**src/rtl/sdram_init_pkg.sv**
```systemverilog
// Shared types and encodings for the SDRAM power-up sequencer.
// Assumes the standard active-low command encoding on cs/ras/cas/we.
package sdram_init_pkg;

    typedef enum logic [2:0] {
        ST_STARTUP,
        ST_PRECH,
        ST_REFRESH_A,
        ST_REFRESH_B,
        ST_LOADMODE,
        ST_GAP,
        ST_READY,
        ST_HALT
    } seq_state_e;

    typedef enum logic [1:0] {
        KIND_NOP,
        KIND_PRECH,
        KIND_REFRESH,
        KIND_LOADMODE
    } seq_kind_e;

    localparam logic [3:0] PINS_NOP      = 4'b0111;
    localparam logic [3:0] PINS_PRECH    = 4'b0010;
    localparam logic [3:0] PINS_REFRESH  = 4'b0001;
    localparam logic [3:0] PINS_LOADMODE = 4'b0000;

    // Address bit that selects every bank during a precharge.
    localparam int ALL_BANKS_BIT = 10;

    function automatic int max2(input int a, input int b);
        return (a > b) ? a : b;
    endfunction

endpackage

```
**src/rtl/init_wait_timer.sv**
```systemverilog
// Down-counter shared by all waits of the sequencer.
// After reset it holds RST_VAL, so the stabilization wait needs no load.
// A load takes priority over counting. The counter stops at zero.
module init_wait_timer #(
    parameter int CNT_W   = 8,
    parameter int RST_VAL = 1
) (
    input  logic             clk,
    input  logic             rst_n,
    input  logic             load,
    input  logic [CNT_W-1:0] load_val,
    output logic             expired
);

    localparam logic [CNT_W-1:0] RST_CNT = CNT_W'(RST_VAL);

    logic [CNT_W-1:0] cnt_q;

    // Count down toward zero, or take a new wait length.
    always_ff @(posedge clk) begin
        if (!rst_n) begin
            cnt_q <= RST_CNT;
        end else if (load) begin
            cnt_q <= load_val;
        end else if (cnt_q != '0) begin
            cnt_q <= cnt_q - 1'b1;
        end
    end

    // The wait is over once the counter reaches zero.
    assign expired = (cnt_q == '0);

endmodule

```
**src/rtl/mode_word_builder.sv**
```systemverilog
// Builds the mode register word from its fields and reports whether the
// configuration avoids reserved codes. Purely combinational.
// Assumes ADDR_W >= 10.
module mode_word_builder #(
    parameter int ADDR_W = 13
) (
    input  logic [2:0]        burst_len,
    input  logic              burst_interleave,
    input  logic [2:0]        cas_latency,
    input  logic              write_single,
    output logic [ADDR_W-1:0] mode_word,
    output logic              cfg_ok
);

    logic len_ok;
    logic lat_ok;

    // Place each field at its bit position; the op-mode and upper bits stay zero.
    always_comb begin
        mode_word      = '0;
        mode_word[2:0] = burst_len;
        mode_word[3]   = burst_interleave;
        mode_word[6:4] = cas_latency;
        mode_word[8:7] = 2'b00;
        mode_word[9]   = write_single;
    end

    // Accept latency 2 or 3, lengths 1..8, and full page only with sequential ordering.
    always_comb begin
        lat_ok = (cas_latency == 3'd2) || (cas_latency == 3'd3);
        len_ok = (burst_len <= 3'd3) || ((burst_len == 3'd7) && !burst_interleave);
        cfg_ok = lat_ok && len_ok;
    end

endmodule

```
**src/rtl/init_cmd_encoder.sv**
```systemverilog
// Maps the command kind chosen by the sequencer onto the command pins,
// address bus and bank bus. The bank bus is always zero.
module init_cmd_encoder
    import sdram_init_pkg::*;
#(
    parameter int ADDR_W = 13,
    parameter int BANK_W = 2
) (
    input  seq_kind_e         kind,
    input  logic [ADDR_W-1:0] mode_word,
    output logic [3:0]        pins,
    output logic [ADDR_W-1:0] addr,
    output logic [BANK_W-1:0] ba
);

    // Select the pin pattern and the address contents for the current kind.
    always_comb begin
        pins = PINS_NOP;
        addr = '0;
        case (kind)
            KIND_PRECH: begin
                pins                = PINS_PRECH;
                addr[ALL_BANKS_BIT] = 1'b1;
            end
            KIND_REFRESH: begin
                pins = PINS_REFRESH;
            end
            KIND_LOADMODE: begin
                pins = PINS_LOADMODE;
                addr = mode_word;
            end
            default: begin
                pins = PINS_NOP;
            end
        endcase
    end

    assign ba = '0;

endmodule

```
**src/rtl/init_seq_fsm.sv**
```systemverilog
// Ordering state machine: stabilization, precharge-all, refresh, refresh,
// mode load, final wait, done. Each command lasts one cycle and is followed
// by a gap state that waits for the shared timer. If the configuration is
// bad when the gap before the mode load ends, the machine halts with an error.
// Assumes every T_* parameter is at least 2.
module init_seq_fsm
    import sdram_init_pkg::*;
#(
    parameter int CNT_W = 8,
    parameter int T_RP  = 2,
    parameter int T_RFC = 2,
    parameter int T_MRD = 2
) (
    input  logic             clk,
    input  logic             rst_n,
    input  logic             timer_expired,
    input  logic             cfg_ok,
    output logic             timer_load,
    output logic [CNT_W-1:0] timer_value,
    output seq_kind_e        kind,
    output logic             ready,
    output logic             err
);

    localparam logic [CNT_W-1:0] LD_RP  = CNT_W'(max2(T_RP, 2) - 2);
    localparam logic [CNT_W-1:0] LD_RFC = CNT_W'(max2(T_RFC, 2) - 2);
    localparam logic [CNT_W-1:0] LD_MRD = CNT_W'(max2(T_MRD, 2) - 2);

    seq_state_e state_q, state_d;
    seq_state_e ret_q, ret_d;

    // Hold the current step and the step to resume after a gap.
    always_ff @(posedge clk) begin
        if (!rst_n) begin
            state_q <= ST_STARTUP;
            ret_q   <= ST_PRECH;
        end else begin
            state_q <= state_d;
            ret_q   <= ret_d;
        end
    end

    // Choose the next step and the timer load for the following gap.
    always_comb begin
        state_d     = state_q;
        ret_d       = ret_q;
        timer_load  = 1'b0;
        timer_value = '0;
        case (state_q)
            ST_STARTUP: begin
                if (timer_expired) begin
                    state_d = ST_PRECH;
                end
            end
            ST_PRECH: begin
                timer_load  = 1'b1;
                timer_value = LD_RP;
                ret_d       = ST_REFRESH_A;
                state_d     = ST_GAP;
            end
            ST_REFRESH_A: begin
                timer_load  = 1'b1;
                timer_value = LD_RFC;
                ret_d       = ST_REFRESH_B;
                state_d     = ST_GAP;
            end
            ST_REFRESH_B: begin
                timer_load  = 1'b1;
                timer_value = LD_RFC;
                ret_d       = ST_LOADMODE;
                state_d     = ST_GAP;
            end
            ST_LOADMODE: begin
                timer_load  = 1'b1;
                timer_value = LD_MRD;
                ret_d       = ST_READY;
                state_d     = ST_GAP;
            end
            ST_GAP: begin
                if (timer_expired) begin
                    if ((ret_q == ST_LOADMODE) && !cfg_ok) begin
                        state_d = ST_HALT;
                    end else begin
                        state_d = ret_q;
                    end
                end
            end
            ST_READY: state_d = ST_READY;
            ST_HALT:  state_d = ST_HALT;
            default:  state_d = ST_HALT;
        endcase
    end

    // Decode the command kind and the flags from the current step.
    always_comb begin
        case (state_q)
            ST_PRECH:     kind = KIND_PRECH;
            ST_REFRESH_A: kind = KIND_REFRESH;
            ST_REFRESH_B: kind = KIND_REFRESH;
            ST_LOADMODE:  kind = KIND_LOADMODE;
            default:      kind = KIND_NOP;
        endcase
        ready = (state_q == ST_READY);
        err   = (state_q == ST_HALT);
    end

    p_ready_sticky_r8: assert property (@(posedge clk) disable iff (!rst_n)
        ready |=> ready);

    p_error_sticky_r10: assert property (@(posedge clk) disable iff (!rst_n)
        err |=> err);

    p_reject_bad_cfg_r10: assert property (@(posedge clk) disable iff (!rst_n)
        (state_q == ST_GAP && ret_q == ST_LOADMODE && timer_expired && !cfg_ok)
        |=> (err && kind == KIND_NOP));

    p_single_cycle_cmd_r7: assert property (@(posedge clk) disable iff (!rst_n)
        (kind != KIND_NOP) |=> (kind == KIND_NOP));

endmodule

```
**src/rtl/sdram_powerup_seq.sv**
```systemverilog
// Top of the SDRAM power-up sequencer. It ties together the wait timer, the
// ordering state machine, the mode word builder and the pin encoder.
// Assumes CLK_MHZ*STABLE_US >= 1, T_* >= 2 and ADDR_W >= 11.
module sdram_powerup_seq
    import sdram_init_pkg::*;
#(
    parameter int CLK_MHZ   = 133,
    parameter int STABLE_US = 100,
    parameter int T_RP      = 3,
    parameter int T_RFC     = 9,
    parameter int T_MRD     = 2,
    parameter int ADDR_W    = 13,
    parameter int BANK_W    = 2
) (
    input  logic              clk,
    input  logic              rst_n,
    input  logic [2:0]        cfg_burst_len,
    input  logic              cfg_burst_interleave,
    input  logic [2:0]        cfg_cas_latency,
    input  logic              cfg_write_single,
    output logic              sd_cke,
    output logic              sd_cs_n,
    output logic              sd_ras_n,
    output logic              sd_cas_n,
    output logic              sd_we_n,
    output logic [ADDR_W-1:0] sd_addr,
    output logic [BANK_W-1:0] sd_ba,
    output logic              init_done,
    output logic              cfg_error
);

    localparam int STABLE_CYC = max2(CLK_MHZ * STABLE_US, 1);
    localparam int MAX_WAIT   = max2(STABLE_CYC, max2(T_RP, max2(T_RFC, T_MRD)));
    localparam int CNT_W      = $clog2(MAX_WAIT + 1);

    logic              timer_load;
    logic [CNT_W-1:0]  timer_value;
    logic              timer_expired;
    logic              cfg_ok;
    logic [ADDR_W-1:0] mode_word;
    seq_kind_e         kind;
    logic [3:0]        pins;

    init_wait_timer #(
        .CNT_W   (CNT_W),
        .RST_VAL (STABLE_CYC - 1)
    ) u_timer (
        .clk      (clk),
        .rst_n    (rst_n),
        .load     (timer_load),
        .load_val (timer_value),
        .expired  (timer_expired)
    );

    init_seq_fsm #(
        .CNT_W (CNT_W),
        .T_RP  (T_RP),
        .T_RFC (T_RFC),
        .T_MRD (T_MRD)
    ) u_fsm (
        .clk           (clk),
        .rst_n         (rst_n),
        .timer_expired (timer_expired),
        .cfg_ok        (cfg_ok),
        .timer_load    (timer_load),
        .timer_value   (timer_value),
        .kind          (kind),
        .ready         (init_done),
        .err           (cfg_error)
    );

    mode_word_builder #(
        .ADDR_W (ADDR_W)
    ) u_mode (
        .burst_len        (cfg_burst_len),
        .burst_interleave (cfg_burst_interleave),
        .cas_latency      (cfg_cas_latency),
        .write_single     (cfg_write_single),
        .mode_word        (mode_word),
        .cfg_ok           (cfg_ok)
    );

    init_cmd_encoder #(
        .ADDR_W (ADDR_W),
        .BANK_W (BANK_W)
    ) u_enc (
        .kind      (kind),
        .mode_word (mode_word),
        .pins      (pins),
        .addr      (sd_addr),
        .ba        (sd_ba)
    );

    // Split the encoded pattern onto the individual command pins.
    assign {sd_cs_n, sd_ras_n, sd_cas_n, sd_we_n} = pins;
    assign sd_cke = 1'b1;

    p_precharge_all_r3: assert property (@(posedge clk) disable iff (!rst_n)
        (pins == PINS_PRECH) |-> (sd_addr[ALL_BANKS_BIT] && sd_ba == '0));

    p_mode_word_r6: assert property (@(posedge clk) disable iff (!rst_n)
        (pins == PINS_LOADMODE) |-> (sd_addr == mode_word && cfg_ok));

    p_quiet_after_done_r8: assert property (@(posedge clk) disable iff (!rst_n)
        init_done |-> (pins == PINS_NOP && sd_addr == '0));

endmodule

```
**config.mk**
```make
export PLATFORM = sky130hd
export DESIGN_NAME = sdram_powerup_seq
export DESIGN_NICKNAME = d
export VERILOG_FILES = /design/src/rtl/sdram_init_pkg.sv /design/src/rtl/init_wait_timer.sv /design/src/rtl/mode_word_builder.sv /design/src/rtl/init_cmd_encoder.sv /design/src/rtl/init_seq_fsm.sv /design/src/rtl/sdram_powerup_seq.sv
export SDC_FILE = /design/constraint.sdc
export NUM_CORES = 1
export LEC_CHECK = 0
export CELL_PAD_IN_SITES_DETAIL_PLACEMENT = 1
export CELL_PAD_IN_SITES_GLOBAL_PLACEMENT = 1
export CORE_MARGIN = 2
export CORE_UTILIZATION = 30
export CTS_CLUSTER_DIAMETER = 30
export DETAILED_ROUTE_END_ITERATION = 7
export DONT_BUFFER_PORTS = 1
export GPL_TIMING_DRIVEN = 0
export PLACE_DENSITY = 0.66
export SLEW_MARGIN = 5
export SYNTH_ARGS = -nofsm -noshare
export SYNTH_HDL_FRONTEND = slang
export SYNTH_SLANG_ARGS = --single-unit
```
**constraint.sdc**
```tcl
create_clock -name clk -period 3.45 [get_ports clk]
set_input_delay 0.5175 -clock clk [delete_from_list [all_inputs] [get_ports clk]]
set_output_delay 0.5175 -clock clk [all_outputs]
set_load 0.01 [all_outputs]
```
== Word level (Yosys, flattened, before mapping) ==
Cells that the tools add are included.

* Muxes and demuxes: 13
* Reductions and logical operators: 15
* Equality and inequality tests: 16
* Add/sub/neg operators: 1
* $lt $le $gt $ge: 1

{| class="wikitable"
|+ Operators by type and width
! operator !! number
|-
| 14-bit two-way mux || 2
|-
| 3-bit equality test (second input constant) || 6
|-
| 3-bit one-hot mux with 5 select lines || 1
|-
| 14-bit zero test || 1
|-
| 14-bit nonzero test || 1
|-
| 14-bit by 1-bit subtractor with 14-bit output (second input constant) || 1
|-
| 3-bit by 2-bit equality test with 1-bit output (second input constant) || 4
|-
| 3-bit one-hot mux with 4 select lines || 1
|-
| 10-bit two-way mux || 1
|-
| 3-bit two-way mux || 3
|-
| 3-bit one-hot mux with 3 select lines || 1
|-
| 2-bit one-hot mux with 3 select lines || 1
|-
| 3-bit one-hot mux with 2 select lines || 1
|-
| 2-bit equality test (second input constant) || 2
|-
| 2-bit inequality test (second input constant) || 2
|-
| 4-bit nonzero test || 1
|-
| 4-bit OR reduction || 1
|-
| 3-bit by 1-bit equality test with 1-bit output (second input constant) || 1
|-
| 3-bit by 2-bit <= comparator with 1-bit output (second input constant) || 1
|-
| 1-bit logical AND || 3
|-
| 3-bit zero test || 1
|-
| 2-bit by 1-bit equality test with 1-bit output (second input constant) || 1
|-
| 1-bit zero test || 2
|-
| 1-bit logical OR || 2
|-
| other kinds (4) || 5
|}

* Output and inout bits: 22
* Input bits: 10
* Bits in registers: 20
* Logic and storage cells: 49

== Logic depth before layout (Yosys ltp) ==
Gate-level depths: netlist (run 1).

* Depth in word-level cells: 9
* Depth in mapped cells: 7
* Gate-level depth less buffers: 6

== By module ==
Synthesis (run 1) repeated with hierarchy kept, for this count alone.

* Cells, all modules: 196
* Area total of the unflattened synthesis: 1580.3 µm²

{| class="wikitable"
|+ By module, submodules not included
! module !! area an instance (µm²) !! cells an instance !! instances
|-
| init_wait_timer || 840.8 || 96 || 1
|-
| init_seq_fsm || 459.2 || 59 || 1
|-
| init_cmd_encoder || 148.9 || 22 || 1
|-
| mode_word_builder || 120.1 || 17 || 1
|-
| sdram_powerup_seq || 11.3 || 2 || 1
|}

== Worst setup path after synthesis (run 1) ==
Ideal clock, no wire load.

* Kind: flip-flop to flip-flop
* Start point: register u_timer.cnt_q[0]
* End point: register u_timer.cnt_q[0]
* Buffers on the path: 1
* Path slack: 1.591 ns
* Arrival: 1.734 ns
* Stages on the path, launching flop included: 8
* Library setup time: 0.125 ns
* Required time: 3.325 ns
* Cells stage by stage: dfxtp_1 > inv_1 > ha_1 > nor3b_1 > and4_1 > buf_4 > mux2_1 > a2bb2oi_2

* Word-level cells in the longest chain between the ends: 3
* Elaborated cells between the ends (all ways): 5
* Those cells by class: 1 x add/sub; 2 x mux; 2 x reduce/logical

{| class="wikitable"
|+ Ends and longest elaborated chain
! what !! line !! text
|-
| from (decl) || init_wait_timer.sv:17 || <nowiki>logic [CNT_W-1:0] cnt_q;</nowiki>
|-
| from (signal assigned) || init_wait_timer.sv:24 || <nowiki>cnt_q <= load_val;</nowiki>
|-
| from (signal assigned) || init_wait_timer.sv:26 || <nowiki>cnt_q <= cnt_q - 1'b1;</nowiki>
|-
| 14-bit by 1-bit subtractor with 14-bit output || init_wait_timer.sv:26 ||
|-
| 14-bit two-way mux || init_wait_timer.sv:25 || <nowiki>end else if (cnt_q != '0) begin</nowiki>
|-
| 14-bit two-way mux || init_wait_timer.sv:23 || <nowiki>end else if (load) begin</nowiki>
|}

Several ways; a longest one is shown, not always the timed one. The select of a mux whose other input is x is not followed.
A chain may end at the register's enable or synchronous reset.

== Worst setup path after layout (run 1) ==
* Start point: register u_fsm.state_q[1]
* End point: output sd_addr[3]

* Word-level cells in the longest chain between the ends: 5
* Elaborated cells between the ends (all ways): 8
* Those cells by class: 5 x eq/ne; 2 x mux; 1 x reduce/logical

{| class="wikitable"
|+ Ends and longest elaborated chain
! what !! line !! text
|-
| from (decl) || init_seq_fsm.sv:29 || <nowiki>seq_state_e state_q, state_d;</nowiki>
|-
| from (signal assigned) || init_seq_fsm.sv:38 || <nowiki>state_q <= state_d;</nowiki>
|-
| 3-bit by 2-bit equality test with 1-bit output || init_seq_fsm.sv:96 || <nowiki>case (state_q)</nowiki>
|-
| 2-bit OR reduction (no line) || - ||
|-
| 2-bit one-hot mux with 3 select lines (*) || init_seq_fsm.sv:96 ||
|-
| 2-bit equality test (*) || init_cmd_encoder.sv:20 || <nowiki>case (kind)</nowiki>
|-
| 10-bit two-way mux (*) || init_cmd_encoder.sv:20 ||
|-
| to (decl) || sdram_powerup_seq.sv:26 || <nowiki>output logic [ADDR_W-1:0] sd_addr,</nowiki>
|}

Mark *: on every way between the ends. The rest lies on a longest branch, timed or not.

==> results of run 1 <==
==> power breakdown <==
group | total (µW) | leakage, µW | internal [µW] | switching (µW)
Sequential | 241 | 0.000162 | 235 | 5.94
Combinational | 38.1 | 0.000412 | 18.3 | 19.9
Clock | 157 | 0.0000216 | 77.9 | 79.1
Total | 436 | 0.000596 | 331 | 105
==> per-layer routing <==
| layer | wire (µm) | global-route usage [%] | up-vias | part of all wire [%] |
|---|---|---|---|---|
| met5 | 0 | 0 | - | 0 |
| met4 | 27 | 2.73 | 0 | 0.80 |
| met3 | 223 | 4.42 | 4 | 6.6 |
| met2 | 1550 | 24.2 | 41 | 46 |
| met1 | 1560 | 18.3 | 575 | 46 |
| li1 | - | - | 581 | - |
==> kinds of logic after synthesis <==
family          Yosys count  synth area share, %
simple gates             64                 31.1
compound gates           38                 21.6
buf+inv                  23                 9.77
flops                    20                 30.1
mux                       5                 3.95
xor+xnor                  3                 1.97
other cells               2                0.564
fa+ha+maj                 1                0.940
==> state kept, by name, summed over array words and instances, names as in the netlist <==
signal / count
u_fsm.ret_q: 3
u_fsm.state_q: 3
u_timer.cnt_q: 14
==> cell type report <==
cell class / instances / area [µm²] / area share, %
Clock buffer: 3 / 41.3 / 2.83
Sequential cell: 20 / 400 / 27.4
Tap cell: 52 / 65.1 / 4.46
Multi-Input combinational cell: 119 / 823 / 56.4
Buffer: 16 / 104 / 7.11
Inverter: 7 / 26.3 / 1.80
==> critical path, stage by stage (launching register included) <==
cell,delay (ns)
dfxtp_1,0.33
clkbuf_1,0.21
nor2_1,0.34
clkbuf_1,0.31
and3_1,0.27
==> stage by stage <==
stage               total power, µW  instance area [µm²]  setup slack, ns
floorplan                       277                 1350             1.59
global placement                282                 1420             1.43
detailed placement              284                 1420             1.37
CTS                             442                 1460             1.19
global route                    457                 1460             1.05
finish                          436                 1460             1.21
==> cell usage in the layout, fill, tap and decap left out, types with 2 or more instances in the layout <==
cell      instances
a21oi_1           5
and3_1           10
o311ai_1          2
o21ai_1           3
nand3_1           5
conb_1            8
a211o_1           2
buf_4             9
a31oi_1           2
dfxtp_1          20
xnor2_1           3
mux2i_1           3
buf_2             2
mux2_1            2
o21ai_0           5
clkbuf_1          4
clkbuf_8          3
o211ai_1          3
nand2_1           7
or4_4             3
nand2b_1          2
nor2_1           12
inv_1             6
or3_1             2
or2_2             3
o21a_1            2
a211oi_1          2
nor3_1            2
nand3b_1          4
==> how the worst min path moves through the flow <==
stage / start / endpoint / slack, ns / depth (start not counted)
global route: rst_n / u_fsm.ret_q[1] / 0.37 / 1
finish: rst_n / u_fsm.ret_q[1] / 0.38 / 1
global placement: u_timer.cnt_q[3] / u_timer.cnt_q[3] / 0.49 / 2
detailed placement: u_timer.cnt_q[3] / u_timer.cnt_q[3] / 0.50 / 2
CTS: rst_n / u_fsm.ret_q[1] / 0.37 / 1
floorplan: u_timer.cnt_q[3] / u_timer.cnt_q[3] / 0.47 / 2
==> reports/results.txt, run 1 <==
initial DRC count: 26
clock slew at reported path FFs: 0.07 ns
fin util: 33.8%
post-layout instance count excluding filler cells: 217
vias: 1201
Final Hold Violating Endpoints: 0
Final Max Tran Viols: 0
maximum clock frequency: 0.447 GHz
post-synth top area share: 30.1%
hold_ws: 0.381 ns
Final Skew: 0.00263 ns
CTS sink count: 20
Worst Setup EP: sd_addr[3]
# DRC: 0
Max-Slew Margin vs Limit: 63.1%
Die Span Y: 70.6 µm
Pleak: 0.000596 µW
Post-Syn Area: 0.00133 mm²
area leader, netlist: dfxtp_1
max_cap viols: 0
CP Data Required Time: 2.93 ns
first-pass GRT wire length: 5.84 mm
gr usage total: 14.3%
crit path DAT: 1.72 ns
Synth area leaders: dfxtp_1 30%, buf_4 5.1%, and3_1 4.7%
most numerous cell in the Yosys netlist: dfxtp_1
Resize count post-CTS: 0
Distinct cells, synth: 57
commonest cells in the netlist: 20 x dfxtp_1, 12 x nor2_1, 10 x and3_1, 9 x buf_4, 7 x nand2_1
ratio of routed vias to standard cells: 5.53
Die ar.: 0.00499 mm²
TritonCTS clock tree: built
Inst Count DP: 214
pwr dens: 299 mW/mm²
Final GP Congestion: 0.872
Fillers: 526
initial antenna violation count: 0
FF+latch count, synth: 20
number of synthesized flops with an enable pin: 0
r2r setup slk: 1.36 ns
drt wl/cell: 15.5 µm
final setup fails: 0
root buf cell: clkbuf_8
detailed-placement wirelength estimate: 2.60 mm
fin crit share: 64.8%
worst hold path class: in2reg
CTS max path bufs: 2
IR Drop Worst-Case VDD: 0.000152 V
Post-synth top flop: dfxtp_1
critical path type: reg2out
detailed-router iteration count before antenna repair: 4
r2r startpoint: u_timer.cnt_q[0]
area of the core: 0.00432 mm²
R2R depth: 7
Tmin final: 2.24 ns
num rows: 24
grt ovf: 0
# Post-CTS Setup Buffers: 0
CP max FO: 10
setup_tns: 0 ns
cells after synthesis: 156
final WL: 3.37 mm
Slew @ Worst Pin: 0.554 ns
Crit. Startpoint: u_fsm.state_q[1]
starting density of the core: 30.8%
htree depth: 1
share of cells above drive strength 1: 18.8%
P&R area growth vs syn: 9.68%
Top-Level Pins: 32
number of diodes: 0
IO buf count: 0
vias in the first global route: 1164
Worst Setup End Kind: output port
CTS Hold Bufs: 0
Worst Setup Start Kind: flop
Post-synth ARST share: 0%
final net count: 178
ANT nets after route: 0
synth warn: 0
largest net degree at the start of global routing: 11
clock latency on the worst-skew pair: 0.26 ns
Die X: 70.6 µm
Critical R2R Capture: u_timer.cnt_q[0]
status: finished clean
Mean Syn Cell Area: 8.53 µm²
Seq/Total Area, Yosys: 30.1%
RSZ-0062 raised after global routing: no
CTS buffer count: 3
Note: power is estimated with default switching activity, not from simulation.
==> run 2, diff against run 1 <==
Settings changed: PLACE_DENSITY 0.66 to 0.68.
Clock period 3.45 ns to 1.95 ns, I/O delays scaled along.
==> run 2 against run 1 <==
- largest cell class unchanged
- count of clock-buffer cells in the layout did not move
- utilization rose by 2.0 points
- first-iteration DRC count rose by 50%
- setup slack got worse by 1.2 ns
- critical endpoint is now u_timer.cnt_q[6]
==> reports/results.txt, run 2 (synthesis gave the netlist of run 1 again) <==
status: finished clean
CP Data Required Time: 2.15 ns (-0.78 ns)
num rows: 24 (unchanged)
drt wl/cell: 16.3 µm (+5.0%)
pwr dens: 603 mW/mm² (+100%)
crit path DAT: 2.14 ns (+0.42 ns)
Largest register FFs: 14 (unchanged)
CTS sink count: 20 (unchanged)
vias: 1197 (-0.33%)
CP cell instances: inv_2 -> ha_4 -> or3b_4 -> buf_6 -> a31oi_2 -> or4b_4 -> nand3_1
htree depth: 1 (unchanged)
Die Span Y: 70.6 µm (unchanged)
TritonCTS clock tree: built
detailed-router iteration count before antenna repair: 4 (unchanged)
area of the core: 0.00432 mm² (unchanged)
P&R area growth vs syn: 16.2%
largest net degree at the start of global routing: 13 (+2)
share of cells above drive strength 1: 26.8% (+8.0 points)
maximum clock frequency: 0.515 GHz
CTS Hold Bufs: 0 (unchanged)
# DRC: 0 (unchanged)
CTS max path bufs: 2 (unchanged)
Final Max Tran Viols: 0 (unchanged)
Top-Level Pins: 32 (unchanged)
Worst Setup Start Kind: flop
most frequent cells in the layout: 18 x dfxtp_1, 11 x nor2_1, 11 x buf_4
root buf cell: clkbuf_8
IO buf count: 0 (unchanged)
max_cap viols: 0 (unchanged)
Bufs and invs on worst path: 2 (unchanged)
Largest regs: u_timer.cnt_q x14, u_fsm.ret_q x3, u_fsm.state_q x3
IR Drop Worst-Case VDD: 0.000394 V (+160%)
CTS buffer count: 3 (unchanged)
detailed-placement wirelength estimate: 2.62 mm (+0.60%)
first-pass GRT wire length: 6.07 mm (+3.9%)
Final GP Congestion: 0.804 (-7.8%)
final WL: 3.58 mm (+6.4%)
initial DRC count: 39 (+50%)
critical path type: reg2reg
clock latency on the worst-skew pair: 0.27 ns (about the same)
final net count: 180 (+1.1%)
Pleak: 0.000630 µW (+5.7%)
worst hold path class: in2reg
grt ovf: 0 (unchanged)
total power: 932 µW (+110%)
CP max stage delay: 0.47 ns (+0.13 ns)
final setup fails: 0 (unchanged)
starting density of the core: 30.8% (unchanged)
ratio of routed vias to standard cells: 5.44 (-1.7%)
critical path's top delay family: simple AND/OR/NAND/NOR gates
clock slew at reported path FFs: 0.09 ns (+0.02 ns)
vias in the first global route: 1211 (+4.0%)
Tmin final: 1.94 ns
setup_tns: 0 ns (unchanged)
Max-Slew Margin vs Limit: 65.8% (+2.7 points)
Final Instance Area: 0.00155 mm² (+5.9%)
number of diodes: 0 (unchanged)
CP max FO: 7 (-3)
most common cell after layout, fill and taps aside: dfxtp_1
RSZ-0062 raised after global routing: yes
gr usage total: 15.2% (+0.82 points)
fin util: 35.8% (+2.0 points)
Die ar.: 0.00499 mm² (unchanged)
fin crit share: 99.6%
Final Hold Violating Endpoints: 0 (unchanged)
Post-Place Cell Area: 0.00142 mm² (unchanged)
Slew @ Worst Pin: 0.513 ns (-0.0406 ns)
Die X: 70.6 µm (unchanged)
final worst slack: 0.00794 ns (-1.21 ns)
Most flops, register: u_timer.cnt_q
Final Skew: 0.0108 ns (+0.00819 ns)
initial antenna violation count: 0 (unchanged)
Worst Setup End Kind: flop
Critical Path Slowest Stage Cell: or4b_4
ANT nets after route: 0 (unchanged)
Post-Place Setup Slack: -0.178 ns (-1.55 ns)
-- run 2: timing repair --
item | in CTS | in global routing
gates resized for setup | 8 | 9
pin swaps | 1 | 1
endpoints found under the setup margin | 15 | 14
endpoints found under the hold margin | 0 | 0
buffers inserted | 0 | 2
-- run 2: final timing paths --
kind                                       start                to  slack [ns]  cells after the start
worst max register to register  u_timer.cnt_q[0]  u_timer.cnt_q[6]       0.008                      7
worst min register to register    u_fsm.ret_q[1]  u_fsm.state_q[1]        0.54                      2
worst min-delay path                       rst_n    u_fsm.ret_q[1]        0.14                      1
worst max-delay path            u_timer.cnt_q[0]  u_timer.cnt_q[6]       0.008                      7
-- run 2: cell type report --
class                           count  area [µm²]
Timing Repair Buffer                2        15.0
Fill cell                         520        2780
Clock inverter                      1        30.0
Clock buffer                        3        41.3
Multi-Input combinational cell    119         857
Sequential cell                    20         405
Tap cell                           52        65.1
Buffer                             16         106
Inverter                            7        26.3
-- run 2: power breakdown --
part	switching [µW]	internal, µW	leakage (µW)
sequential	13.7	416	0.000162
combinational	37.3	36.9	0.000432
clock	153	274	0.0000357
-- run 2: per-layer routing --
| layer | track usage [%] | vias up | share of wire [%] | wire [µm] |
|---|---|---|---|---|
| li1 | - | 590 | - | - |
| met2 | 27.8 | 29 | 50 | 1810 |
| met4 | 1.89 | 0 | 0.20 | 7 |
| met3 | 3.85 | 2 | 5.0 | 180 |
| met1 | 18.5 | 576 | 44 | 1590 |
| met5 | 0 | - | 0 | 0 |
-- run 2: metrics by stage --
step / instances / hold WS (ns)
floorplan: 162 / 0.426
CTS: 218 / 0.140
detailed placement: 214 / 0.433
global placement: 214 / 0.429
finish: 220 / 0.144
global route: 220 / 0.130
